==> src/rtl/sdac_pkg.sv <==
`timescale 1ns/1ps
package sdac_pkg;
  // number of flops in each input synchronizer
  localparam int unsigned SYNC_DEPTH_DEF = 2;

  // positions of the pins inside the sampled pin vector
  localparam int unsigned PIN_CS   = 0;
  localparam int unsigned PIN_SCLK = 1;
  localparam int unsigned PIN_SDI  = 2;
  localparam int unsigned PIN_CNT  = 3;

  // idle pin levels used as synchronizer reset values
  localparam logic [PIN_CNT-1:0] PIN_IDLE = 3'b001;

  // code width picked by the resolution switch
  function automatic int unsigned code_width(input bit high_res);
    return high_res ? 16 : 14;
  endfunction
endpackage

==> src/rtl/sdac_sync.sv <==
`timescale 1ns/1ps
module sdac_sync #(
  parameter int unsigned W      = 3,
  parameter int unsigned STAGES = 2,
  parameter logic [W-1:0] RST_VAL = '0
) (
  input  logic         clk,
  input  logic         rst_n,
  input  logic [W-1:0] d_i,
  output logic [W-1:0] q_o
);
  for (genvar b = 0; b < W; b++) begin : g_bit
    logic [STAGES-1:0] chain;
    always_ff @(posedge clk or negedge rst_n) begin
      if (!rst_n) chain <= {STAGES{RST_VAL[b]}};
      else        chain <= {chain[STAGES-2:0], d_i[b]};
    end
    assign q_o[b] = chain[STAGES-1];
  end
endmodule

==> src/rtl/sdac_edge.sv <==
`timescale 1ns/1ps
module sdac_edge #(
  parameter int unsigned W = 2,
  parameter logic [W-1:0] RST_VAL = '0
) (
  input  logic         clk,
  input  logic         rst_n,
  input  logic [W-1:0] s_i,
  output logic [W-1:0] rise_o
);
  logic [W-1:0] prev_q;

  always_ff @(posedge clk or negedge rst_n) begin
    if (!rst_n) prev_q <= RST_VAL;
    else        prev_q <= s_i;
  end

  assign rise_o = s_i & ~prev_q;

  for (genvar b = 0; b < W; b++) begin : g_chk

    rise_single_chk: assert property (@(posedge clk) disable iff (!rst_n)
      rise_o[b] |=> !rise_o[b]);
  end
endmodule

==> src/rtl/sdac_shift.sv <==
`timescale 1ns/1ps
module sdac_shift #(
  parameter int unsigned CODE_W = 16
) (
  input  logic              clk,
  input  logic              rst_n,
  input  logic              sclk_rise_i,
  input  logic              cs_hi_i,
  input  logic              sdi_i,
  output logic [CODE_W-1:0] sr_o,
  output logic              shift_o
);
  logic [CODE_W-1:0] sr_q;

  function automatic logic [CODE_W-1:0] push_bit(input logic [CODE_W-1:0] cur,
                                                 input logic b);
    return {cur[CODE_W-2:0], b};
  endfunction

  // a bit counts only while chip select is low in the same cycle
  assign shift_o = sclk_rise_i & ~cs_hi_i;

  always_ff @(posedge clk or negedge rst_n) begin
    if (!rst_n)       sr_q <= '0;
    else if (shift_o) sr_q <= push_bit(sr_q, sdi_i);
  end

  assign sr_o = sr_q;


  idle_no_shift_chk: assert property (@(posedge clk) disable iff (!rst_n)
    cs_hi_i |=> $stable(sr_q));


  shift_msb_first_chk: assert property (@(posedge clk) disable iff (!rst_n)
    shift_o |=> (sr_q[0] == $past(sdi_i)) && (sr_q[CODE_W-1:1] == $past(sr_q[CODE_W-2:0])));
endmodule

==> src/rtl/sdac_hold.sv <==
`timescale 1ns/1ps
module sdac_hold #(
  parameter int unsigned CODE_W = 16
) (
  input  logic              clk,
  input  logic              rst_n,
  input  logic              load_i,
  input  logic [CODE_W-1:0] sr_i,
  output logic [CODE_W-1:0] code_o,
  output logic              update_o
);
  logic [CODE_W-1:0] code_q;
  logic              upd_q;

  always_ff @(posedge clk or negedge rst_n) begin
    if (!rst_n) begin
      code_q <= '0;
      upd_q  <= 1'b0;
    end else begin
      upd_q <= load_i;
      if (load_i) code_q <= sr_i;
    end
  end

  assign code_o   = code_q;
  assign update_o = upd_q;


  code_stable_chk: assert property (@(posedge clk) disable iff (!rst_n)
    !load_i |=> $stable(code_q));


  code_takes_tail_chk: assert property (@(posedge clk) disable iff (!rst_n)
    load_i |=> code_q == $past(sr_i));


  upd_follows_load_chk: assert property (@(posedge clk) disable iff (!rst_n)
    load_i |=> upd_q);


  upd_one_cycle_chk: assert property (@(posedge clk) disable iff (!rst_n)
    upd_q |=> !upd_q);
endmodule

==> src/rtl/sdac_front.sv <==
`timescale 1ns/1ps
module sdac_front
  import sdac_pkg::*;
#(
  parameter bit          HIGH_RES   = 1'b1,
  parameter int unsigned SYNC_DEPTH = SYNC_DEPTH_DEF,
  localparam int unsigned CODE_W    = code_width(HIGH_RES)
) (
  input  logic              clk,
  input  logic              rst_n,
  input  logic              cs_n_i,
  input  logic              sclk_i,
  input  logic              sdi_i,
  output logic [CODE_W-1:0] dac_code_o,
  output logic              update_o
);
  logic [PIN_CNT-1:0] pins_raw, pins_s;
  logic [1:0]         edge_lvl, edge_rise;
  logic               cs_hi, cs_rise, sclk_rise, sdi_s, shift_w;
  logic [CODE_W-1:0]  sr_w;

  assign pins_raw[PIN_CS]   = cs_n_i;
  assign pins_raw[PIN_SCLK] = sclk_i;
  assign pins_raw[PIN_SDI]  = sdi_i;

  sdac_sync #(.W(PIN_CNT), .STAGES(SYNC_DEPTH), .RST_VAL(PIN_IDLE)) u_sync (
    .clk(clk), .rst_n(rst_n), .d_i(pins_raw), .q_o(pins_s));

  assign cs_hi    = pins_s[PIN_CS];
  assign sdi_s    = pins_s[PIN_SDI];
  assign edge_lvl = {pins_s[PIN_SCLK], pins_s[PIN_CS]};

  sdac_edge #(.W(2), .RST_VAL(2'b01)) u_edge (
    .clk(clk), .rst_n(rst_n), .s_i(edge_lvl), .rise_o(edge_rise));

  assign cs_rise   = edge_rise[0];
  assign sclk_rise = edge_rise[1];

  sdac_shift #(.CODE_W(CODE_W)) u_shift (
    .clk(clk), .rst_n(rst_n), .sclk_rise_i(sclk_rise), .cs_hi_i(cs_hi),
    .sdi_i(sdi_s), .sr_o(sr_w), .shift_o(shift_w));

  sdac_hold #(.CODE_W(CODE_W)) u_hold (
    .clk(clk), .rst_n(rst_n), .load_i(cs_rise), .sr_i(sr_w),
    .code_o(dac_code_o), .update_o(update_o));


  no_bit_on_strobe_chk: assert property (@(posedge clk) disable iff (!rst_n)
    cs_rise |-> !shift_w);
endmodule

==> config.mk <==
export PLATFORM = sky130hd
export DESIGN_NAME = sdac_front
export DESIGN_NICKNAME = d
export VERILOG_FILES = /design/src/rtl/sdac_pkg.sv /design/src/rtl/sdac_sync.sv /design/src/rtl/sdac_edge.sv /design/src/rtl/sdac_shift.sv /design/src/rtl/sdac_hold.sv /design/src/rtl/sdac_front.sv
export SDC_FILE = /design/constraint.sdc
export NUM_CORES = 1
export LEC_CHECK = 0
export CORE_ASPECT_RATIO = 1.75
export CORE_MARGIN = 2
export CORE_UTILIZATION = 54
export DETAILED_ROUTE_END_ITERATION = 8
export DONT_BUFFER_PORTS = 1
export PLACE_DENSITY = 0.72
export SLEW_MARGIN = 15
export SYNTH_ARGS = -nofsm -noshare
export SYNTH_HDL_FRONTEND = slang
export SYNTH_SLANG_ARGS = --single-unit
==> constraint.sdc <==
create_clock -name clk -period 1.5 [get_ports clk]
set_clock_uncertainty 0.15 [all_clocks]
set_input_delay 0.075 -clock clk [delete_from_list [all_inputs] [get_ports clk]]
set_output_delay 0.075 -clock clk [all_outputs]
set_load 0.03 [all_outputs]
After elaboration in Yosys (flattened, before gate mapping):

Cells that the tools add are included.

* bits in registers: 41
* output and inout port bits: 17
* word-level logic and storage cells: 11

* bitwise operators: 4

Operators by type and width (count)
* $and A2 B2 Y2: 1
* $not A2 Y2: 1
* $and A1 B1 Y1: 1
* $not A1 Y1: 1

Logic depth before layout (Yosys ltp):

Gate-level depths: netlist of the first run.

* depth in word-level cells: 3
* depth in mapped cells: 4
* depth with buffers taken out: 2

Cells and area by module:

Synthesis of the first run repeated with hierarchy kept, for this count alone.

* cells, all modules: 83
* area, all modules: 1587.8 µm²

By module, submodules not included
* sdac_hold: cells an instance 35, area an instance 674.4 µm², instances 1
* sdac_shift: cells an instance 35, area an instance 659.4 µm², instances 1
* sdac_sync: cells an instance 9, area an instance 175.2 µm², instances 1
* sdac_edge: cells an instance 4, area an instance 78.8 µm², instances 1

Worst setup path before layout of the first run:

Ideal clock, no wire load.

* path type: register to register
* start: register u_edge.prev_q[1]
* end: register u_shift.sr_q[10] (netlist: u_shift.sr_o[10])
* clock period less this slack: 1494 ps
* path buffers: 1
* path slack: 6 ps
* required time: 1225 ps
* arrival time: 1219 ps
* stages on the path, launching flop included: 4
* cells stage by stage: dfrtp_1 nor3b_4 buf_12 mux2_4

* longest elaborated chain between the ends: 3

Ends and longest elaborated chain
* start: declaration: line sdac_edge.sv:11 `logic [W-1:0] prev_q;`
* start signal: assignment: line sdac_edge.sv:15 `else prev_q <= s_i;`
* $not A2 Y2: line sdac_edge.sv:18 `assign rise_o = s_i & ~prev_q;`
* $and A2 B2 Y2: line sdac_edge.sv:18
* $and A1 B1 Y1: line sdac_shift.sv:21 `assign shift_o = sclk_rise_i & ~cs_hi_i;`
* end signal: assignment: line sdac_shift.sv:25 `else if (shift_o) sr_q <= push_bit(sr_q, sdi_i);`
* end: declaration: line sdac_shift.sv:13 `logic [CODE_W-1:0] sr_q;`

Every way passes these cells.
A chain may end at the register's enable or synchronous reset.

Final worst setup path of the first run:

* start: register u_edge.prev_q[1]
* end: register u_shift.sr_q[1] (netlist: u_shift.sr_o[1])

The elaborated chain is that of the path after synthesis.

==> results of run 1 <==
-- state kept, by name, summed over array words and instances (netlist names) --
name / flops
u_sync.g_bit.chain: 6
u_hold.code_o: 16
u_shift.sr_o: 16
u_hold.update_o: 1
u_edge.prev_q: 2
-- routing by layer --
| layer | track usage (%) | vias to the layer above | routed length, um | part of all wire [%] |
|---|---|---|---|---|
| li1 | - | 298 | - | - |
| met1 | 16.6 | 338 | 793 | 40 |
| met2 | 24.3 | 20 | 1020 | 51 |
| met3 | 6.88 | 7 | 118 | 5.9 |
| met4 | 9.09 | 0 | 59 | 3.0 |
| met5 | 0 | - | 0 | 0 |
-- final cells by class --
type	count	area share [%]
clock inverters	1	1.76
repair buffers	9	6.00
multi-input cells	34	24.7
clock buffers	7	5.05
flip-flops and latches	41	60.2
well taps	27	1.98
inverters	1	0.220
-- placed cells by master, fill, tap and decap left out --
cell type,instances
nand2b_1,1
bufinv_16,1
mux2_4,10
dfrtp_1,38
clkbuf_1,1
buf_12,2
dfstp_2,3
nor3b_4,1
dlygate4sd3_1,4
mux2_2,22
inv_1,1
buf_4,3
clkbuf_8,6
-- stage by stage --
stage,hold WS [ns],area [um^2],setup TNS (ns),power (mW),util (%)
6_report,0.0791,1710,0,2.90,64.3
3_3_place_gp,-0.370,1530,0,1.99,57.6
4_1_cts,0.0732,1710,0,2.95,64.3
5_1_grt,0.100,1710,-0.00227,3.03,64.3
2_1_floorplan,-0.371,1490,0,1.93,-
3_5_place_dp,-0.370,1530,0,2.01,57.6
-- cells by family after synthesis --
family	count (synthesis)	share of synthesized area, %
muxes	32	26.7
buffers and inverters	4	2.68
and+or+nand+nor	2	1.68
DFF	41	69.0
-- power by group through the flow --
| stage | Combinational [mW] | Clock, mW | Sequential (mW) |
|---|---|---|---|
| global route | 0.342 | 0.962 | 1.72 |
| finish | 0.320 | 0.890 | 1.69 |
| global placement | 0.276 | 0 | 1.71 |
| floorplan | 0.263 | 0 | 1.66 |
| detailed placement | 0.289 | 0 | 1.72 |
| CTS | 0.326 | 0.924 | 1.70 |
-- worst min path at each step --
stage	startpoint	endpoint
finish	rst_n	u_hold.code_o[13]$_DFFE_PN0P_
global route	rst_n	u_shift.sr_o[13]$_DFFE_PN0P_
CTS	rst_n	u_hold.code_o[15]$_DFFE_PN0P_
detailed placement	rst_n	u_hold.code_o[15]$_DFFE_PN0P_
global placement	rst_n	u_hold.code_o[12]$_DFFE_PN0P_
floorplan	rst_n	u_edge.prev_q[1]$_DFF_PN0_
-- what timing repair did --
item | CTS | global route
endpoints found under the hold margin | 44 | 0
endpoints found under the setup margin | 0 | 2
resized for setup | 0 | 0
hold buffers | 5 | 0
==> run metrics, run 1 <==
RR Endpoint u_shift.sr_o[1]$_DFFE_PN0P_; slack of the critical path 0.0757 ns; syn avg cell area 18.9 um^2; vias in the first global route 725; Mapped Area 0.00149 mm^2; FILL cells 190; yosys warns 0; RSZ-0062 raised after global routing yes; CTS clk-pin slew, worst paths 0.07 ns; Reg area 0.00103 mm^2; Die X 43.7 um; Worst R2R Path Depth 3; H-tree depth 2; Synth-to-Final Area Change 14.5%; vias 663; crit path kind register to register; worst skew pair latency 0.29 ns; first-pass GRT wire length 3320 um; top_reg_cell synth dfrtp_1; max cap viols 0; Yosys reg bits 41; Post-synth EDFFs 0; num rows 25; # IOs 22; slowest library cell on the worst path dfrtp_1; outcome complete, no violations; ranking of synthesized cells by area dfrtp_1 64%, mux2_2 17%, mux2_4 10%; die footprint 0.00322 mm^2; Core ar. 0.00266 mm^2; Final GP Congestion 0.680; P_leak 0.828 nW; final cell count without fillers 120; PwrDens 1700 mW/mm^2; Slew Limit Fails 0; initial antenna violation count 0; min-delay worst type primary input to asynchronous set/reset pin; CTS tree built; CP max FO 16; buffers added on ports 0; min cycle time layout 1.42 ns; area of the multi-input gates 423 um^2; Cells after DPL 107; Crit. path cell count 3; Clock Power Share 30.7%; Logic pwr share 11.0%; 1st-pass router iterations 2; Worst Path Buf+Inv 1; clock sink count 41; post-synthesis sequential area ratio 69.0%; total grt overflow 0; most frequent cells after synthesis 38 x dfrtp_1, 22 x mux2_2, 10 x mux2_4; initial cell density of the core 56.1%; WL per Instance 16.6 um; dpl ws 0.0704 ns; CP endpoint u_shift.sr_o[1]$_DFFE_PN0P_; Slew headroom 79.1%; layout cells sized above 1 51.6%; Switching Fraction 27.7%; top-area cell type share of the netlist area 63.7%; Final Setup Violations 0; Ant. Diodes 0; CTS Root Cell clkbuf_8; via/cell ratio 5.53; Mapped Cells 79; CP Capture Type register; DRC 0; final-stage net count 97; final-report hold violation count 0; Detail Route Antenna Nets 0; CP max stage delay 0.39 ns; hpwl dp 1340 um; number of buffers created by CTS 5; Worst Tran Pin Value 0.314 ns; register share of total power 58.3%; reported net switching power 805 uW; worst setup path start u_edge.prev_q[1]$_DFF_PN0_; Max Freq 702 MHz; Critical R2R Launch u_edge.prev_q[1]$_DFF_PN0_; Total Wirelength 1990 um; height of the die 73.6 um; Total GRT Usage 15.4%; Syn Nets 84; maximum number of pins on one net before global-route repair 42; CP delay by family, top flip-flops; Startpoint Class register; Synth cell types 10; most common cell in the netlist dfrtp_1; Worst R2R Setup Slack 0.08 ns; fraction of the cycle the final worst path needs 95.0%; Async S/R FF share, synth 100%; Post-CTS Setup Repair Bufs 0; Yosys top cell by area dfrtp_1; internal power 2.10 mW; CP required 1.53 ns; Longest Clk Path Bufs 2; crit path cell chain nor3b_4 -> buf_12 -> mux2_2; CP Data Arrival Time 1.45 ns; VDD IR-drop max 1.01 mV; DRT iter0 DRCs 10
Note: power is estimated with default switching activity, not from simulation.
==> run 2: changes to the inputs <==
--- a/config.mk
+++ b/config.mk
@@ -5,12 +5,11 @@
 export SDC_FILE = /design/constraint.sdc
 export NUM_CORES = 1
 export LEC_CHECK = 0
-export CORE_ASPECT_RATIO = 1.75
+export CORE_ASPECT_RATIO = 2
 export CORE_MARGIN = 2
-export CORE_UTILIZATION = 54
+export CORE_UTILIZATION = 40
 export DETAILED_ROUTE_END_ITERATION = 8
 export DONT_BUFFER_PORTS = 1
-export PLACE_DENSITY = 0.72
 export SLEW_MARGIN = 15
 export SYNTH_ARGS = -nofsm -noshare
 export SYNTH_HDL_FRONTEND = slang
==> run metrics, run 2 (synthesized netlist as in run 1, its figures left out) <==
initial antenna violation count 0; layout cells sized above 1 51.1%; commonest non-fill, non-tap cells in the layout 38 x dfrtp_1, 22 x mux2_2, 10 x mux2_4; clock sink count 41; height of the die 90.4 um; Slew headroom 79.2%; Detail Route Antenna Nets 0; final-report hold violation count 0; P_leak 0.817 nW; min cycle time layout 1.43 ns; Longest Clk Path Bufs 2; PwrDens 1590 mW/mm^2; buffers added on ports 0; CP Data Arrival Time 1.45 ns; WL per Instance 15.2 um; number of buffers created by CTS 5; initial cell density of the core 41.4%; Ant. Diodes 0; vias 672; Post-CTS Resized 0; crit path kind register to register; CP Capture Type register; CTS Root Cell clkbuf_8; total grt overflow 0; Synth-to-Final Area Change 14.3%; CP required 1.52 ns; Core ar. 0.00361 mm^2; via/cell ratio 4.77; fraction of the cycle the final worst path needs 95.5%; Cells after DPL 129; Die X 47.2 um; max cap viols 0; vias in the first global route 736; die footprint 0.00427 mm^2; most common cell after layout, fill and taps aside dfrtp_1; final cell count without fillers 141; num rows 31; Final Setup Violations 0; H-tree depth 2; # IOs 22; Worst Tran Pin Value 0.312 ns; first-pass GRT wire length 3580 um; hold_buf cts 5; VDD IR-drop max 0.768 mV; outcome complete, no violations; final-stage net count 97; CTS tree built; Max Freq 698 MHz; Total Wirelength 2150 um; DRT iter0 DRCs 12; Startpoint Class register; CTS clk-pin slew, worst paths 0.07 ns; 1st-pass router iterations 2; hpwl dp 1420 um; Final Hold Slack 0.0796 ns; worst skew pair latency 0.29 ns; TNS Setup 0 ns; Slew Limit Fails 0; Post-CTS Setup Repair Bufs 0; maximum number of pins on one net before global-route repair 42; min-delay worst type primary input to asynchronous set/reset pin; CP max FO 13; RSZ-0062 raised after global routing no; Total GRT Usage 12.0%; DRC 0; Final GP Congestion 0.677
==> run 2: worst max-delay path, stage by stage, from the launching register on <==
cell and delay (ns):
dfstp_2 0.51, nand2b_1 0.16, buf_12 0.16, mux2_2 0.34
==> run 2: layer usage <==
metal | vias up | GRT usage, % | part of all wire (%)
li1 | 296 | - | -
met1 | 354 | 13.8 | 38
met2 | 15 | 17.7 | 54
met3 | 7 | 4.40 | 4.4
met4 | 0 | 7.64 | 3.4
met5 | - | 0 | 0
==> run 2: path summary, 6_finish.rpt <==
path                            cells after the start                            endpoint  slack [ns]                                from
worst max-delay path                                3        u_hold.code_o[9]$_DFFE_PN0P_        0.07          u_edge.prev_q[0]$_DFF_PN1_
min in group clk                                    1  u_sync.g_bit[0].chain[0]$_DFF_PN1_        0.19                              cs_n_i
worst min register to register                      0  u_sync.g_bit[2].chain[1]$_DFF_PN0_        0.20  u_sync.g_bit[2].chain[0]$_DFF_PN0_
max in group asynchronous                           2          u_edge.prev_q[0]$_DFF_PN1_        0.84                               rst_n
worst max register to register                      3        u_hold.code_o[9]$_DFFE_PN0P_        0.07          u_edge.prev_q[0]$_DFF_PN1_
worst min-delay path                                2           u_hold.update_o$_DFF_PN0_        0.08                               rst_n
==> run 2: where the power goes <==
group | internal, mW | total (mW) | switching (mW) | leakage, nW
Clock | 0.365 | 0.700 | 0.335 | 0.0443
Sequential | 1.32 | 1.70 | 0.371 | 0.526
Combinational | 0.231 | 0.319 | 0.0880 | 0.246
Total | 1.92 | 2.71 | 0.794 | 0.817
==> run 2: stage by stage <==
stage	utilization, %	total power, mW	setup slack, ns	instance area (um^2)
detailed placement	43.3	2.01	0.0607	1560
CTS	47.3	2.77	0.0504	1710
global route	47.3	2.85	0.00206	1710
global placement	43.3	2.00	0.0800	1560
finish	47.3	2.71	0.0682	1710
floorplan	-	1.93	0.00628	1490
==> run 2: cell type report <==
type / count / area (um^2)
Timing Repair Buffer: 9 / 103
Multi-Input combinational cell: 34 / 423
Inverter: 1 / 3.75
Tap cell: 49 / 61.3
Sequential cell: 41 / 1030
Clock buffer: 7 / 86.3
Fill cell: 317 / 1900
==> run 3: changes to the inputs <==
--- a/config.mk
+++ b/config.mk
@@ -7,9 +7,11 @@
 export LEC_CHECK = 0
 export CORE_ASPECT_RATIO = 2
 export CORE_MARGIN = 2
-export CORE_UTILIZATION = 40
+export CORE_UTILIZATION = 54
 export DETAILED_ROUTE_END_ITERATION = 8
 export DONT_BUFFER_PORTS = 1
+export PLACE_DENSITY = 0.72
+export RECOVER_POWER = 100
 export SLEW_MARGIN = 15
 export SYNTH_ARGS = -nofsm -noshare
 export SYNTH_HDL_FRONTEND = slang
==> run metrics, run 3 (synthesized netlist as in run 1, its figures left out) <==
Critical R2R Launch u_edge.prev_q[1]$_DFF_PN0_; Total Wirelength 2000 um; grt met3 use 6.21%; hold path endpoint u_sync.g_bit[0].chain[0]$_DFF_PN1_; Worst Tran Pin Value 0.957 ns; CTS clk-pin slew, worst paths 0.07 ns; Slew Limit Fails 0; clock sink count 41; Core ar. 0.00270 mm^2; crit path kind register to register; height of the die 78.4 um; Cells after DPL 108; Global Route met1 Usage 16.7%; die footprint 0.00323 mm^2; RR Endpoint u_shift.sr_o[5]$_DFFE_PN0P_; total grt overflow 0; Synth-to-Final Area Change 8.55%; hpwl dp 1340 um; vias in the first global route 717; first-pass GRT wire length 3220 um; # IOs 22; Post-CTS Setup Repair Bufs 0; CTS Root Cell clkbuf_8; P_leak 0.792 nW; most common cell after layout, fill and taps aside dfrtp_1; commonest non-fill, non-tap cells in the layout 38 x dfrtp_1, 22 x mux2_2, 9 x mux2_1; final-stage net count 96; Final Setup Violations 0; CP required 1.52 ns; CP Data Arrival Time 1.45 ns; Final GP Congestion 0.659; min-delay worst type primary input to register; number of buffers created by CTS 5; vias 660; most used routing layer met2; maximum number of pins on one net before global-route repair 42; outcome complete, no violations; Detail Route Antenna Nets 0; GR Util met2 23.3%; Worst Hold Depth 1; RSZ-0062 raised after global routing no; DRT iter0 DRCs 27; initial antenna violation count 0; buffers added on ports 0; Die X 41.2 um; DRC 0; layout cells sized above 1 39.1%; CP max FO 16; CTS tree built; CP Capture Type register; VDD IR-drop max 1.01 mV; initial cell density of the core 55.2%; Worst R2R Path Depth 3; Total GRT Usage 15.6%; PwrDens 1600 mW/mm^2; num rows 27; Hold Crit Start cs_n_i; min cycle time layout 1.44 ns; Slew headroom 36.2%; Max Freq 696 MHz; via/cell ratio 5.45; 1st-pass router iterations 2; Worst R2R Setup Slack 0.06 ns; worst skew pair latency 0.29 ns; WL per Instance 16.6 um; Ant. Diodes 0; Longest Clk Path Bufs 2; Post-CTS Resized 0; max cap viols 0; H-tree depth 2; final-report hold violation count 0; fraction of the cycle the final worst path needs 95.8%; Startpoint Class register; TNS Setup 0 ns; final cell count without fillers 121
==> run 3: cell types whose count changed in the layout (fill, tap and decap cells not counted), sizes merged <==
cell,previous run,this run
clkinv,0,1
clkbuf,7,8
buf,5,3
==> run 3: critical path: stages, from the launching register on <==
cell,delay (ns)
dfrtp_1,0.40
nor3b_4,0.24
buf_12,0.18
mux2_1,0.34
==> run 3: stage by stage <==
step	power, mW	area (um^2)	hold slack [ns]	utilization, %	worst slack (ns)
floorplan	1.93	1490	-0.371	-	0.00628
global placement	1.98	1530	-0.370	56.5	0.101
detailed placement	2.00	1530	-0.370	56.5	0.0535
CTS	2.71	1670	0.104	61.8	0.0475
global route	2.74	1620	0.188	60.0	0.0215
finish	2.60	1620	0.189	60.0	0.0634
==> run 3: how the worst max path moves through the flow <==
stage                     slack (ns)  depth (start not counted)                  startpoint                            to
final                           0.06                          3  u_edge.prev_q[1]$_DFF_PN0_   u_shift.sr_o[5]$_DFFE_PN0P_
after detailed placement        0.05                          3  u_edge.prev_q[1]$_DFF_PN0_  u_shift.sr_o[13]$_DFFE_PN0P_
after global placement          0.10                          3  u_edge.prev_q[1]$_DFF_PN0_  u_shift.sr_o[13]$_DFFE_PN0P_
after floorplan                0.006                          3  u_edge.prev_q[1]$_DFF_PN0_  u_shift.sr_o[10]$_DFFE_PN0P_
after CTS                       0.05                          3  u_edge.prev_q[1]$_DFF_PN0_  u_shift.sr_o[15]$_DFFE_PN0P_
after global routing            0.02                          2                       rst_n    u_edge.prev_q[1]$_DFF_PN0_
==> run 3: layout make-up <==
type | count | area, um^2
fillers | 228 | 1080
flip-flops and latches | 41 | 1030
multi-input cells | 34 | 389
repair buffers | 8 | 80.1
clock buffers | 7 | 76.3
well taps | 29 | 36.3
clock inverters | 1 | 5.00
inverters | 1 | 3.75
==> run 3: routing by layer <==
layer  up-vias  routed length [um]
met3         5                 109
met2        19                1060
met5         -                   0
met4         0                  70
met1       341                 764
li1        295                   -
==> run 3: repair_timing <==
action,4_1_cts,5_1_grt
endpoints found under the setup margin,0,0
endpoints found under the hold margin,44,0
hold buffers,5,0
==> run 3: power breakdown <==
| part | switching [mW] | internal (mW) | total, mW |
|---|---|---|---|
| Sequential | 0.356 | 1.32 | 1.68 |
| Clock | 0.333 | 0.326 | 0.659 |
| Combinational | 0.0885 | 0.170 | 0.259 |
| Total | 0.777 | 1.82 | 2.60 |
